[src/rtl/smb_batt_pkg.sv]
`timescale 1ns/1ps
package smb_batt_pkg;

  typedef enum logic [2:0] {
    ST_IDLE,
    ST_RX,
    ST_RX_ACK,
    ST_TX,
    ST_TX_ACK
  } smb_state_e;

  // CRC-8, polynomial 0x07, one byte per call
  function automatic logic [7:0] crc8_step(input logic [7:0] c, input logic [7:0] d);
    logic [7:0] x;
    x = c ^ d;
    for (int i = 0; i < 8; i++) begin
      x = x[7] ? ((x << 1) ^ 8'h07) : (x << 1);
    end
    return x;
  endfunction

endpackage

[src/rtl/smb_line_sync.sv]
`timescale 1ns/1ps
module smb_line_sync #(
  parameter int STAGES = 2
) (
  input  logic clk_i,
  input  logic rst_ni,
  input  logic scl_i,
  input  logic sda_i,
  output logic sda_o,
  output logic scl_rise_o,
  output logic scl_fall_o,
  output logic start_o,
  output logic stop_o
);

  logic [STAGES-1:0] scl_q, sda_q;
  logic scl_p, sda_p, scl_s, sda_s;

  always_ff @(posedge clk_i or negedge rst_ni) begin
    if (!rst_ni) begin
      scl_q <= '1;
      sda_q <= '1;
      scl_p <= 1'b1;
      sda_p <= 1'b1;
    end else begin
      scl_q <= {scl_q[STAGES-2:0], scl_i};
      sda_q <= {sda_q[STAGES-2:0], sda_i};
      scl_p <= scl_s;
      sda_p <= sda_s;
    end
  end

  assign scl_s      = scl_q[STAGES-1];
  assign sda_s      = sda_q[STAGES-1];
  assign sda_o      = sda_s;
  assign scl_rise_o = scl_s & ~scl_p;
  assign scl_fall_o = ~scl_s & scl_p;
  assign start_o    = scl_s & scl_p & sda_p & ~sda_s;
  assign stop_o     = scl_s & scl_p & ~sda_p & sda_s;

endmodule

[src/rtl/smb_reg_bank.sv]
`timescale 1ns/1ps
module smb_reg_bank #(
  parameter int REG_NUM = 16,
  parameter int DW      = 16,
  localparam int IDXW   = $clog2(REG_NUM)
) (
  input  logic            clk_i,
  input  logic            rst_ni,
  input  logic            we_i,
  input  logic [IDXW-1:0] widx_i,
  input  logic [DW-1:0]   wdata_i,
  input  logic [IDXW-1:0] ridx_i,
  output logic [DW-1:0]   rdata_o
);

  logic [DW-1:0] mem [REG_NUM];

  always_ff @(posedge clk_i or negedge rst_ni) begin
    if (!rst_ni) begin
      for (int i = 0; i < REG_NUM; i++) mem[i] <= '0;
    end else if (we_i) begin
      mem[widx_i] <= wdata_i;
    end
  end

  assign rdata_o = mem[ridx_i];

endmodule

[src/rtl/smb_batt_target.sv]
`timescale 1ns/1ps
module smb_batt_target
  import smb_batt_pkg::*;
#(
  parameter logic [6:0] ADDR      = 7'h0B,
  parameter int         REG_NUM   = 16,
  parameter int         BLK_WORDS = 2,
  parameter int         SYNC_STG  = 2
) (
  input  logic clk_i,
  input  logic rst_ni,
  input  logic scl_i,
  input  logic sda_i,
  output logic sda_oe_o
);

  localparam int IDXW      = $clog2(REG_NUM);
  localparam int BLK_BYTES = 2 * BLK_WORDS;
  localparam int TXIW      = $clog2(BLK_BYTES + 3);

  logic sda_s, scl_rise, scl_fall, start_det, stop_det;

  smb_line_sync #(.STAGES(SYNC_STG)) u_sync (
    .clk_i      (clk_i),
    .rst_ni     (rst_ni),
    .scl_i      (scl_i),
    .sda_i      (sda_i),
    .sda_o      (sda_s),
    .scl_rise_o (scl_rise),
    .scl_fall_o (scl_fall),
    .start_o    (start_det),
    .stop_o     (stop_det)
  );

  smb_state_e      state;
  logic [3:0]      bit_cnt;
  logic [7:0]      sr, tx_sr, crc, wr_lo, wr_hi, tx_byte;
  logic [IDXW-1:0] cmd_idx, rd_idx;
  logic            cmd_blk, blk, addr_ph, go_tx, wr_seg, pec_ok, mack, in_msg, oe, reg_we;
  logic [2:0]      wr_cnt;
  logic [TXIW-1:0] tx_idx, bsel, toff, tx_last;
  logic [15:0]     rdata;

  smb_reg_bank #(.REG_NUM(REG_NUM), .DW(16)) u_bank (
    .clk_i   (clk_i),
    .rst_ni  (rst_ni),
    .we_i    (reg_we),
    .widx_i  (cmd_idx),
    .wdata_i ({wr_hi, wr_lo}),
    .ridx_i  (rd_idx),
    .rdata_o (rdata)
  );

  // byte to send for the current read position
  always_comb begin
    bsel    = tx_idx - 1'b1;
    toff    = bsel >> 1;
    tx_last = blk ? TXIW'(BLK_BYTES + 1) : TXIW'(2);
    rd_idx  = cmd_idx;
    if (blk && tx_idx != '0) rd_idx = cmd_idx + IDXW'(toff);
    tx_byte = crc;
    if (!blk) begin
      if (tx_idx == TXIW'(0))      tx_byte = rdata[7:0];
      else if (tx_idx == TXIW'(1)) tx_byte = rdata[15:8];
    end else if (tx_idx == TXIW'(0)) begin
      tx_byte = 8'(BLK_BYTES);
    end else if (tx_idx <= TXIW'(BLK_BYTES)) begin
      tx_byte = bsel[0] ? rdata[15:8] : rdata[7:0];
    end
  end

  always_ff @(posedge clk_i or negedge rst_ni) begin
    if (!rst_ni) begin
      state   <= ST_IDLE;
      bit_cnt <= '0;
      sr      <= '0;
      tx_sr   <= '0;
      crc     <= '0;
      wr_lo   <= '0;
      wr_hi   <= '0;
      cmd_idx <= '0;
      cmd_blk <= 1'b0;
      blk     <= 1'b0;
      addr_ph <= 1'b0;
      go_tx   <= 1'b0;
      wr_seg  <= 1'b0;
      pec_ok  <= 1'b0;
      mack    <= 1'b0;
      in_msg  <= 1'b0;
      oe      <= 1'b0;
      reg_we  <= 1'b0;
      wr_cnt  <= '0;
      tx_idx  <= '0;
    end else begin
      reg_we <= 1'b0;
      if (stop_det) begin
        state  <= ST_IDLE;
        oe     <= 1'b0;
        in_msg <= 1'b0;
        wr_seg <= 1'b0;
        if (wr_seg && (wr_cnt == 3'd3 || (wr_cnt == 3'd4 && pec_ok))) reg_we <= 1'b1;
      end else if (start_det) begin
        state   <= ST_RX;
        bit_cnt <= '0;
        addr_ph <= 1'b1;
        oe      <= 1'b0;
        wr_seg  <= 1'b0;
        in_msg  <= 1'b1;
        if (!in_msg) crc <= '0;
      end else begin
        unique case (state)
          ST_RX: begin
            if (scl_rise && bit_cnt < 4'd8) begin
              sr      <= {sr[6:0], sda_s};
              bit_cnt <= bit_cnt + 1'b1;
            end else if (scl_fall && bit_cnt == 4'd8) begin
              crc   <= crc8_step(crc, sr);
              state <= ST_IDLE;
              if (addr_ph) begin
                addr_ph <= 1'b0;
                if (sr[7:1] == ADDR) begin
                  oe     <= 1'b1;
                  state  <= ST_RX_ACK;
                  go_tx  <= sr[0];
                  wr_seg <= ~sr[0];
                  wr_cnt <= '0;
                  tx_idx <= '0;
                  blk    <= cmd_blk;
                end
              end else begin
                wr_cnt <= (wr_cnt == 3'd5) ? wr_cnt : wr_cnt + 1'b1;
                case (wr_cnt)
                  3'd0: begin cmd_idx <= sr[IDXW-1:0]; cmd_blk <= sr[7]; oe <= 1'b1; state <= ST_RX_ACK; end
                  3'd1: begin wr_lo <= sr; oe <= 1'b1; state <= ST_RX_ACK; end
                  3'd2: begin wr_hi <= sr; oe <= 1'b1; state <= ST_RX_ACK; end
                  3'd3: begin
                    pec_ok <= (sr == crc);
                    if (sr == crc) begin oe <= 1'b1; state <= ST_RX_ACK; end
                  end
                  default: ;
                endcase
              end
            end
          end
          ST_RX_ACK: begin
            if (scl_rise) begin
              bit_cnt <= 4'd9;
            end else if (scl_fall && bit_cnt == 4'd9) begin
              bit_cnt <= '0;
              if (go_tx) begin
                state <= ST_TX;
                tx_sr <= tx_byte;
                oe    <= ~tx_byte[7];
              end else begin
                oe    <= 1'b0;
                state <= ST_RX;
              end
            end
          end
          ST_TX: begin
            if (scl_rise) begin
              bit_cnt <= bit_cnt + 1'b1;
            end else if (scl_fall && bit_cnt == 4'd8) begin
              oe    <= 1'b0;
              state <= ST_TX_ACK;
              crc   <= crc8_step(crc, tx_byte);
            end else if (scl_fall) begin
              tx_sr <= tx_sr << 1;
              oe    <= ~tx_sr[6];
            end
          end
          ST_TX_ACK: begin
            if (scl_rise) begin
              mack    <= ~sda_s;
              bit_cnt <= 4'd9;
              tx_idx  <= tx_idx + 1'b1;
            end else if (scl_fall && bit_cnt == 4'd9) begin
              bit_cnt <= '0;
              if (mack && tx_idx <= tx_last) begin
                state <= ST_TX;
                tx_sr <= tx_byte;
                oe    <= ~tx_byte[7];
              end else begin
                state <= ST_IDLE;
              end
            end
          end
          default: ;
        endcase
      end
    end
  end

  assign sda_oe_o = oe;

endmodule

[config.mk]
export PLATFORM = sky130hd
export DESIGN_NAME = smb_batt_target
export DESIGN_NICKNAME = d
export VERILOG_FILES = /design/src/rtl/smb_batt_pkg.sv /design/src/rtl/smb_line_sync.sv /design/src/rtl/smb_reg_bank.sv /design/src/rtl/smb_batt_target.sv
export SDC_FILE = /design/constraint.sdc
export NUM_CORES = 1
export LEC_CHECK = 0
export ABC_AREA = 1
export BUFFER_PORTS_ARGS = -buffer_cell sky130_fd_sc_hd__buf_2
export CAP_MARGIN = 15
export CORE_UTILIZATION = 35
export DETAILED_ROUTE_END_ITERATION = 10
export PLACE_DENSITY = 0.59
export SYNTH_ARGS = -nofsm -noshare
export SYNTH_HDL_FRONTEND = slang
export SYNTH_HIERARCHICAL = 1
export SYNTH_SLANG_ARGS = --single-unit
[constraint.sdc]
create_clock -name clk_i -period 3.7 [get_ports clk_i]
set_input_delay 0 -clock clk_i [delete_from_list [all_inputs] [get_ports clk_i]]
set_output_delay 0 -clock clk_i [all_outputs]
set_load 0.01 [all_outputs]
-- After elaboration in Yosys (flattened, before gate mapping)
Cells that the tools add are included.
- output and inout port bits: 1
- input port bits: 4
- register bits: 328
- equal/unequal tests: 53
- mux-type cells: 111
- reduce and logical (&&, ||, !) cells: 42
- $lt $le $gt $ge: 6
- add/subtract/negate cells: 5
- bitwise operators: 38
- operators with widths (operator ; count):
    256-bit bitwise mux ; 1
    3-bit two-way mux ; 35
    8-bit two-way mux ; 12
    16-bit binary-select mux with 4-bit select ; 1
    16-bit demux with 4-bit select ; 1
    7-bit two-way mux ; 9
    7-bit AND reduction ; 7
    16-bit two-way mux ; 3
    3-bit NOT ; 16
    4-bit inequality test, second input constant ; 9
    2-bit inequality test, second input constant ; 17
    1-bit two-way mux ; 31
    4-bit two-way mux ; 6
    3-bit inequality test, second input constant ; 7
    7-bit one-hot mux with 3 select lines ; 1
    3-bit nonzero test ; 7
    8-bit one-hot mux with 2 select lines ; 1
    8-bit XOR ; 2
    13-bit AND reduction ; 1
    3-bit by 2-bit == test with 1-bit output, second input constant ; 4
    6-bit inequality test, second input constant ; 2
    3-bit one-hot mux with 4 select lines ; 1
    4-bit one-hot mux with 3 select lines ; 1
    12-bit AND reduction ; 1
    other kinds (37) ; 79

-- Depth between registers and ports, before layout
Gate-level depths: netlist (run 1).
- depth after elaboration: 32
- depth in mapped cells: 32
- gate-level depth less buffers: 30

-- By module
Netlist (run 1), hierarchy kept.
- by module, submodules not included (module ; times used ; area each (µm²) ; cells each ; sequential area each (µm²)):
    smb_reg_bank ; 1 ; 12433.2 ; 1676 ; 6406.1
    smb_batt_target ; 1 ; 4585.6 ; 641 ; 1651.6
    smb_line_sync ; 1 ; 198.9 ; 17 ; 157.7

-- Worst setup path after synthesis (run 1)
Ideal clock, no wire load.
- path kind: flip-flop to flip-flop
- start point: register tx_idx[0]
- end point: register crc[4]
- buffers on the path: 2
- arrival: 3.452 ns
- clock period less this slack: 3.568 ns
- library setup time: 0.116 ns
- slack: 0.132 ns
- stages on the path, launching flop included: 26
- cells stage by stage: dfrtp_1 > inv_1 > ha_1 > ha_1 > inv_1 > ha_1 > a21oi_1 > nor2_1 > xor2_1 > clkbuf_1 > inv_1 > clkbuf_1 > nand3_1 > nand2_1 > or2_2 > o21ai_0 > o21ai_0 > nand2_1 > nand2_1 > nand2_1 > nand2_1 > nand2_1 > xor2_1 > nand2_1 > nand2_1 > nand2_1
- RTL lines (what ; line ; source):
    start: declaration ; smb_batt_target.sv:41 ; logic [TXIW-1:0] tx_idx, bsel, toff, tx_last;
    start signal: assignment ; smb_batt_target.sv:176 ; tx_idx <= tx_idx + 1'b1;
    3-bit by 1-bit subtractor with 3-bit output / 3-bit nonzero test (equally long branches) ; smb_batt_target.sv:56, smb_batt_target.sv:60 ;
    4-bit by 2-bit adder with 4-bit output / 1-bit logical AND (equally long branches) ; smb_batt_target.sv:60 ; if (blk && tx_idx != '0) rd_idx = cmd_idx + IDXW'(toff);
    4-bit two-way mux (*) ; smb_batt_target.sv:60 ;
    via rd_idx[3] ; smb_batt_target.sv:38 ; logic [IDXW-1:0] cmd_idx, rd_idx;
    4-bit NOT with 5-bit output (implied by the code) (*) ; smb_reg_bank.sv:26 ; assign rdata_o = mem[ridx_i];
    16-bit binary-select mux with 4-bit select (*) ; smb_reg_bank.sv:26 ;
    16-bit two-way mux (implied by the code) (*) (2 in a row) ; smb_reg_bank.sv:26 ;
    via rdata[10] ; smb_batt_target.sv:42 ; logic [15:0] rdata;
    [... 2 more ...] ; - ;
    8-bit two-way mux ; smb_batt_target.sv:65 ; end else if (tx_idx == TXIW'(0)) begin
    8-bit two-way mux (*) ; smb_batt_target.sv:62 ; if (!blk) begin
    8-bit XOR (*) ; smb_batt_pkg.sv:15 ; x = c ^ d;
    3-bit two-way mux (*) ; smb_batt_pkg.sv:17 ; x = x[7] ? ((x << 1) ^ 8'h07) : (x << 1);
    8-bit two-way mux (*) ; smb_batt_target.sv:163 ; end else if (scl_fall && bit_cnt == 4'd8) begin
    8-bit two-way mux (*) ; smb_batt_target.sv:161 ; if (scl_rise) begin
    8-bit one-hot mux with 2 select lines (*) ; smb_batt_target.sv:111 ; unique case (state)
    8-bit two-way mux (*) ; smb_batt_target.sv:102 ; end else if (start_det) begin
    end signal: assignment ; smb_batt_target.sv:117 ; crc <= crc8_step(crc, sr);
    end signal: assignment ; smb_batt_target.sv:166 ; crc <= crc8_step(crc, tx_byte);
    end: declaration ; smb_batt_target.sv:37 ; logic [7:0] sr, tx_sr, crc, wr_lo, wr_hi, tx_byte;
The timed path passes the listed nets; every way through them passes the cells marked *. The select of a mux whose other input is x is not followed.
A chain may end at the register's enable or synchronous reset.

-- Worst setup path in the final report (run 1)
- start point: register tx_idx[1]
- end point: register crc[4]
Same word-level chain as after synthesis.

==> flow_summary.ini, run 1 <==
[cells_and_area]
multi_input_area_um2 = 7790
diodes = 0
drive_gt1_share_pct = 14.9
final_cell_mix = nand2_1, inv_1, dfrtp_1
fin_util_pct = 43.3
nets = 2399
register_area_um2 = 8220
fillCellCount = 4844
final_common_cell = nand2_1
areaGrowthSynthToFinish_pct = 21.0

[power_and_ir_drop]
seq_power_share_pct = 35.9
p_per_area_nw_per_um2 = 521
max-vdd-ir-drop_mv = 0.295
leakage_nw = 9.56
netSwitchingPower_w = 0.00359
p_comb_share_pct = 29.2
total_power_w = 0.0108
swShare_pct = 33.1
pwr-share-clk_pct = 34.9
p_int_w = 0.00725

[hold_path]
hp-class = input port to async pin

[placed_design]
place_hpwl_um = 33100
io_buffers = 4
place_congestion = 0.875

[timing]
period_share_pct = 96.9
min_period_ps = 3590
tightest_slew_ps = 1020
max_freq_mhz = 279
maxSlewViolCount = 0
finalClockSkew_ps = 37.8
slew_headroom_pct = 32.0
rsz0062_at_grt = yes
hold_viol_final = 0
setup_viol = 0

[yosys]
yosysTopAreaCellShare_pct = 46.8
synth_edf_count = 0
synth-seq-cells = 328
synthDistinctLibCells = 43
syn_area_um2 = 17200
syn_nets = 2360
synth_seq_area_share_pct = 47.7
synthTopCellsByArea = dfrtp_1, nand2_1, o21ai_0
synth-async-reset-ratio_pct = 100
synthCells = 2334
ys_warn_count = 6
avgSynthCellArea_um2 = 7.38
synth_flop_cell = dfrtp_1
synth_area_leader_cell = dfrtp_1

[worst_setup_path]
crit_fanout = 7
worstPathArrival_ps = 4010
crit_buf_inv = 4
crit_path_end_kind = flop
cpMostUsedCell = nand2_1
setup.worst_path.start_class = flop
path_class = flop to flop
path_delay_family = simple AND/OR/NAND/NOR gates
cp.required_ps = 4130
cp_slowest_cell = fa_1
cpPeakStageDelay_ps = 510

[floorplan]
die_w_um = 224
core-area_um2 = 48100
die-area_um2 = 50100
start_util_pct = 35.8
rows = 80
pin_count = 5
die_h_um = 224

[clocking]
root_buffer = clkbuf_16
cts_tree = done
htree_levels = 2
clock_path_buffers = 3
cts_buffers = 38
numClockSinks = 328
clock_latency_ps = 570
clkTransAtPathRegs_ps = 60

[route]
dr_total_vias = 15404
vias_per_cell = 5.04
firstDrtPassIters = 7
drt-total-wl_um = 52800
wl_per_cell_um = 17.3
drt_iter0_markers = 1450
ant_nets = 0
drc = 0

[grt]
grt_pass1_wl_um = 81000
antenna_found_initial = 0
grt_pass1_vias = 14752
grt_util_all_layers_pct = 20.4
grt_max_degree = 110
gr-total-overflow = 0

[status]
status = finished, final reports clean

[flow_run]
cap_violations = 0
[what timing repair did]
item                       4_1_cts  5_1_grt
hold endpoints to repair       106        0
hold buffers                     3        0
cloned                           0       15
pin swaps                        0       87
gates resized for setup          1      183
setup endpoints to repair        2       13
setup buffers                    0       15
[cells in the mapped netlist, drive strengths merged (2+ instances only)]
master,number
o21a,4
clkbuf,64
nand4,7
nor3,11
nand2,745
dfstp,6
xnor2,13
buf,65
ha,21
dfrtp,322
o21ai,334
o22ai,4
or2,8
nor2,55
nand3,274
a21oi,26
a31oi,4
o211ai,5
o31ai,4
nand3b,2
xor2,15
inv,339
[area by class of cell]
class | count | share of cell area (%)
well taps | 656 | 3.94
repair buffers | 127 | 6.92
repair inverters | 1 | 0.0541
clock buffers | 58 | 5.61
multi-input cells | 1537 | 37.4
clock inverters | 7 | 0.415
flip-flops and latches | 328 | 39.4
inverters | 340 | 6.20
[power by group through the flow]
stage	clock [W]	sequential (W)	combinational, W
floorplan	0	0.00390	0.00179
global placement	0	0.00394	0.00262
detailed placement	0	0.00395	0.00264
CTS	0.00388	0.00388	0.00267
global route	0.00403	0.00391	0.00353
finish	0.00379	0.00389	0.00316
[logic make-up (layout without fill, tap and decap cells)]
kind of cell             after synthesis  count (layout)  synth area share (%)
AND/OR/NAND/NOR                     1104            1104                  26.8
AO/OA/AOI/OAI                        383             383                  11.5
XOR/XNOR                              28              28                  1.58
buffers and inverters                469             533                  10.8
adder cells (fa/ha/maj)               22              22                  1.64
flip-flops                           328             328                  47.7
[routing by layer]
metal,track usage (%),vias to the layer above,wire [µm]
met4,6.63,0,1450
met1,28.5,7421,23600
li1,-,7418,-
met3,2.51,105,3390
met2,32.9,460,24400
met5,0,-,0
[state kept, by name, indices dropped and copies added, names as in the netlist, 2 cells and up]
| signal | flops |
|---|---|
| tx_sr | 7 |
| state | 3 |
| wr_hi | 8 |
| sr | 8 |
| wr_lo | 8 |
| crc | 8 |
| bit_cnt | 4 |
| tx_idx | 3 |
| u_sync/sda_q | 2 |
| cmd_idx | 4 |
| u_sync/scl_q | 2 |
| u_bank/mem | 256 |
| wr_cnt | 3 |
[path summary, 6_finish.rpt]
check / startpoint / end / slack, ps / cells after the start
max: tx_idx[1]$_DFFE_PN0P_ / crc[4]$_DFFE_PN0P_ / 110 / 25
min: rst_ni / u_bank/mem[16]$_DFFE_PN0P_ / 90 / 2
min in group clk_i: scl_i / u_sync/scl_q[0]$_DFF_PN1_ / 100 / 2
min reg2reg: u_sync/sda_q[0]$_DFF_PN1_ / u_sync/sda_q[1]$_DFF_PN1_ / 350 / 0
max reg2reg: tx_idx[1]$_DFFE_PN0P_ / crc[4]$_DFFE_PN0P_ / 110 / 25
max in group asynchronous: rst_ni / tx_sr[4]$_DFFE_PN0P_ / 2460 / 3
[stage by stage]
stage | hold slack, ps | setup TNS (ps) | setup slack, ps | cell area (µm²) | instances
2_1_floorplan | -296 | 0 | 132 | 17200 | 2334
4_1_cts | 84.3 | -5.75 | -5.75 | 19700 | 3024
5_1_grt | 104 | -296 | -62.4 | 20800 | 3054
3_3_place_gp | 110 | 0 | 7.25 | 18400 | 2956
3_5_place_dp | 113 | -0.658 | -0.658 | 18400 | 2956
6_report | 92.2 | 0 | 115 | 20800 | 3054
No activity file was read; power rests on OpenSTA's default activity.
==> inputs of run 2 (changes only) <==
SYNTH_HIERARCHICAL = not set   (was 1)
==> run 2 against run 1 <==
Compared with the run above:
- register-to-register slack barely moved
- clock-buffer cell count decreased by 4
- critical path type unchanged
- final cell count down 11%
==> flow_summary.ini, run 2 <==
[power_and_ir_drop]
total_power_w = 0.00901
netSwitchingPower_w = 0.00260
p_int_w = 0.00641
p_comb_share_pct = 16.0
max-vdd-ir-drop_mv = 0.309
seq_power_share_pct = 42.3
p_per_area_nw_per_um2 = 466
pwr-share-clk_pct = 41.7
leakage_nw = 8.40
swShare_pct = 28.9

[grt]
grt_pass1_wl_um = 76800
grt_max_degree = 103
gr-total-overflow = 0
grt_util_all_layers_pct = 20.6
grt_pass1_vias = 13656
antenna_found_initial = 1

[route]
firstDrtPassIters = 6
drt_iter0_markers = 1308
wl_per_cell_um = 18.3
ant_nets = 0
drt-total-wl_um = 49800
vias_per_cell = 5.28
drc = 0
dr_total_vias = 14350

[clocking]
numClockSinks = 328
cts_tree = done
root_buffer = clkbuf_16
clkTransAtPathRegs_ps = 50
clock_latency_ps = 580
cts_buffers = 39
htree_levels = 2
clock_path_buffers = 3

[cells_and_area]
drive_gt1_share_pct = 13.0
nets = 2111
final_common_cell = nand2_1
fillCellCount = 4685
areaGrowthSynthToFinish_pct = 17.5
diodes = 0
regMostFlops = u_bank.mem
final_cell_mix = nand2_1, dfrtp_1, o21ai_0
largest_reg_flops = 256

[worst_setup_path]
cp.required_ps = 4160
worst-r2r-cell-count = 27
crit_end = crc[2]$_DFFE_PN0P_
crit_start = tx_idx[1]$_DFFE_PN0P_
crit_fanout = 8
worstPathArrival_ps = 4040
reg2reg_from = tx_idx[1]$_DFFE_PN0P_
reg2reg_to = crc[2]$_DFFE_PN0P_
crit_path_end_kind = flop
path_class = flop to flop
r2r_setup_slack_ps = 120
setup.worst_path.start_class = flop

[floorplan]
pin_count = 5
die_h_um = 219
rows = 79
die-area_um2 = 47800
core-area_um2 = 46500
die_w_um = 219
start_util_pct = 35.4

[yosys]
synth-seq-cells = 328
synthCells = 2079
syn_area_um2 = 16400
ys_warn_count = 0
synth_edf_count = 0
synth_seq_area_share_pct = 50.0
synthDistinctLibCells = 46
synth_flop_cell = dfrtp_1
synth-async-reset-ratio_pct = 100
yosysMostFrequentCell = nand2_1
netlist_top_cells_count = nand2_1, dfrtp_1, o21ai_0
synthTopCellsByArea = dfrtp_1, nand2_1, o21ai_0
yosysTopAreaCellShare_pct = 49.0
syn_nets = 2104
avgSynthCellArea_um2 = 7.90
synth_area_leader_cell = dfrtp_1

[timing]
max_freq_mhz = 279
maxSlewViolCount = 0
setup_viol = 0
period_share_pct = 96.7
hold_viol_final = 0
slew_headroom_pct = 35.9
finalClockSkew_ps = 25.1
tightest_slew_ps = 959
min_period_ps = 3580
layout_setup_ws_ps = 121

[placed_design]
place_congestion = 0.877
pre_cts_ws_ps = 50.1
io_buffers = 4
place_hpwl_um = 30400

[flow_run]
cap_violations = 0

[hold_path]
hp-class = input port to async pin

[status]
status = finished, final reports clean
==> run 2: cell types whose count changed after synthesis, moves of 10 or more <==
cell | previous run | this run
o21ai_0 | 327 | 314
inv_1 | 333 | 101
buf_6 | 2 | 13
nand2_2 | 3 | 13
buf_1 | 15 | 0
nand2_1 | 742 | 713
buf_2 | 39 | 27
==> run 2: critical path, cell delays in order, from the launching register on <==
cell and delay [ps]:
dfrtp_1 400, inv_2 80, buf_4 140, ha_2 180
xnor2_2 210, fa_2 520, o21ai_4 190, buf_12 160
buf_12 140, nand3_1 90, nand3_1 110, nand3_2 90
nand2_1 80, nand2_1 50, nand2_1 70, nand2_1 60
nand2_2 80, nand2_2 80, nand2_1 80, nand2_2 100
nand2_2 110, nand2_2 80, nand2_1 60, nand2_1 60
nand2_1 70, nand3_1 70, nand2_1 70, nand2_1 40
==> run 2: layer usage <==
metal	GRT usage [%]	up-vias	part of all wire, %	routed length, µm
met5	0	-	0.026	13
met4	8.87	2	3.3	1630
met3	3.22	100	5.8	2870
met2	31.8	425	45	22600
met1	28.5	6977	46	22700
li1	-	6846	-	-
==> run 2: cell families after synthesis <==
| logic type | share of synthesized area (%) |
|---|---|
| simple gates | 28.0 |
| compound gates | 12.5 |
| flops | 50.0 |
| buf+inv | 6.39 |
| xor+xnor | 1.43 |
| fa+ha+maj | 1.64 |
==> run 2: power groups by stage <==
stage	Combinational, W	Sequential (W)	Clock [W]
CTS	0.00135	0.00381	0.00384
finish	0.00144	0.00381	0.00375
global placement	0.00132	0.00387	0
detailed placement	0.00134	0.00387	0
global route	0.00162	0.00383	0.00397
floorplan	0.000925	0.00384	0
==> run 2: per-stage QoR <==
step	area (µm²)	util, %	hold WS (ps)	setup TNS, ps	std cells
finish	19300	41.6	41.7	0	2718
global route	19300	41.6	61.2	-300	2718
CTS	18500	39.8	44.5	0	2690
detailed placement	17200	37.1	106	0	2621
global placement	17200	37.1	106	0	2621
floorplan	16400	-	-296	0	2079
==> run 2: area by class of cell <==
| type | count | area (µm²) | share of cell area (%) |
|---|---|---|---|
| Clock buffer | 54 | 1080 | 5.60 |
| Clock inverter | 12 | 151 | 0.784 |
| Inverter | 110 | 420 | 2.18 |
| Multi-Input combinational cell | 1519 | 7590 | 39.3 |
| Sequential cell | 328 | 8220 | 42.5 |
| Tap cell | 607 | 759 | 3.93 |
| Timing Repair Buffer | 88 | 1090 | 5.66 |
==> run 2: how the worst min path moves through the flow <==
stage	from	end	slack (ps)	cells past startpoint
after floorplan	rst_ni	addr_ph$_DFFE_PN0P_	-300	0
after global placement	sda_i	u_sync.sda_q[0]$_DFF_PN1_	110	1
after detailed placement	sda_i	u_sync.sda_q[0]$_DFF_PN1_	110	1
after CTS	sda_i	u_sync.sda_q[0]$_DFF_PN1_	40	2
after global routing	scl_i	u_sync.scl_q[0]$_DFF_PN1_	60	2
final	rst_ni	u_bank.mem[38]$_DFFE_PN0P_	40	2
==> run 2: repair_timing <==
| item | in CTS | in global routing |
|---|---|---|
| endpoints found under the setup margin | 0 | 9 |
| buffers inserted | 0 | 16 |
| gates resized for setup | 0 | 100 |
| hold buffers | 3 | 0 |
| endpoints found under the hold margin | 101 | 0 |
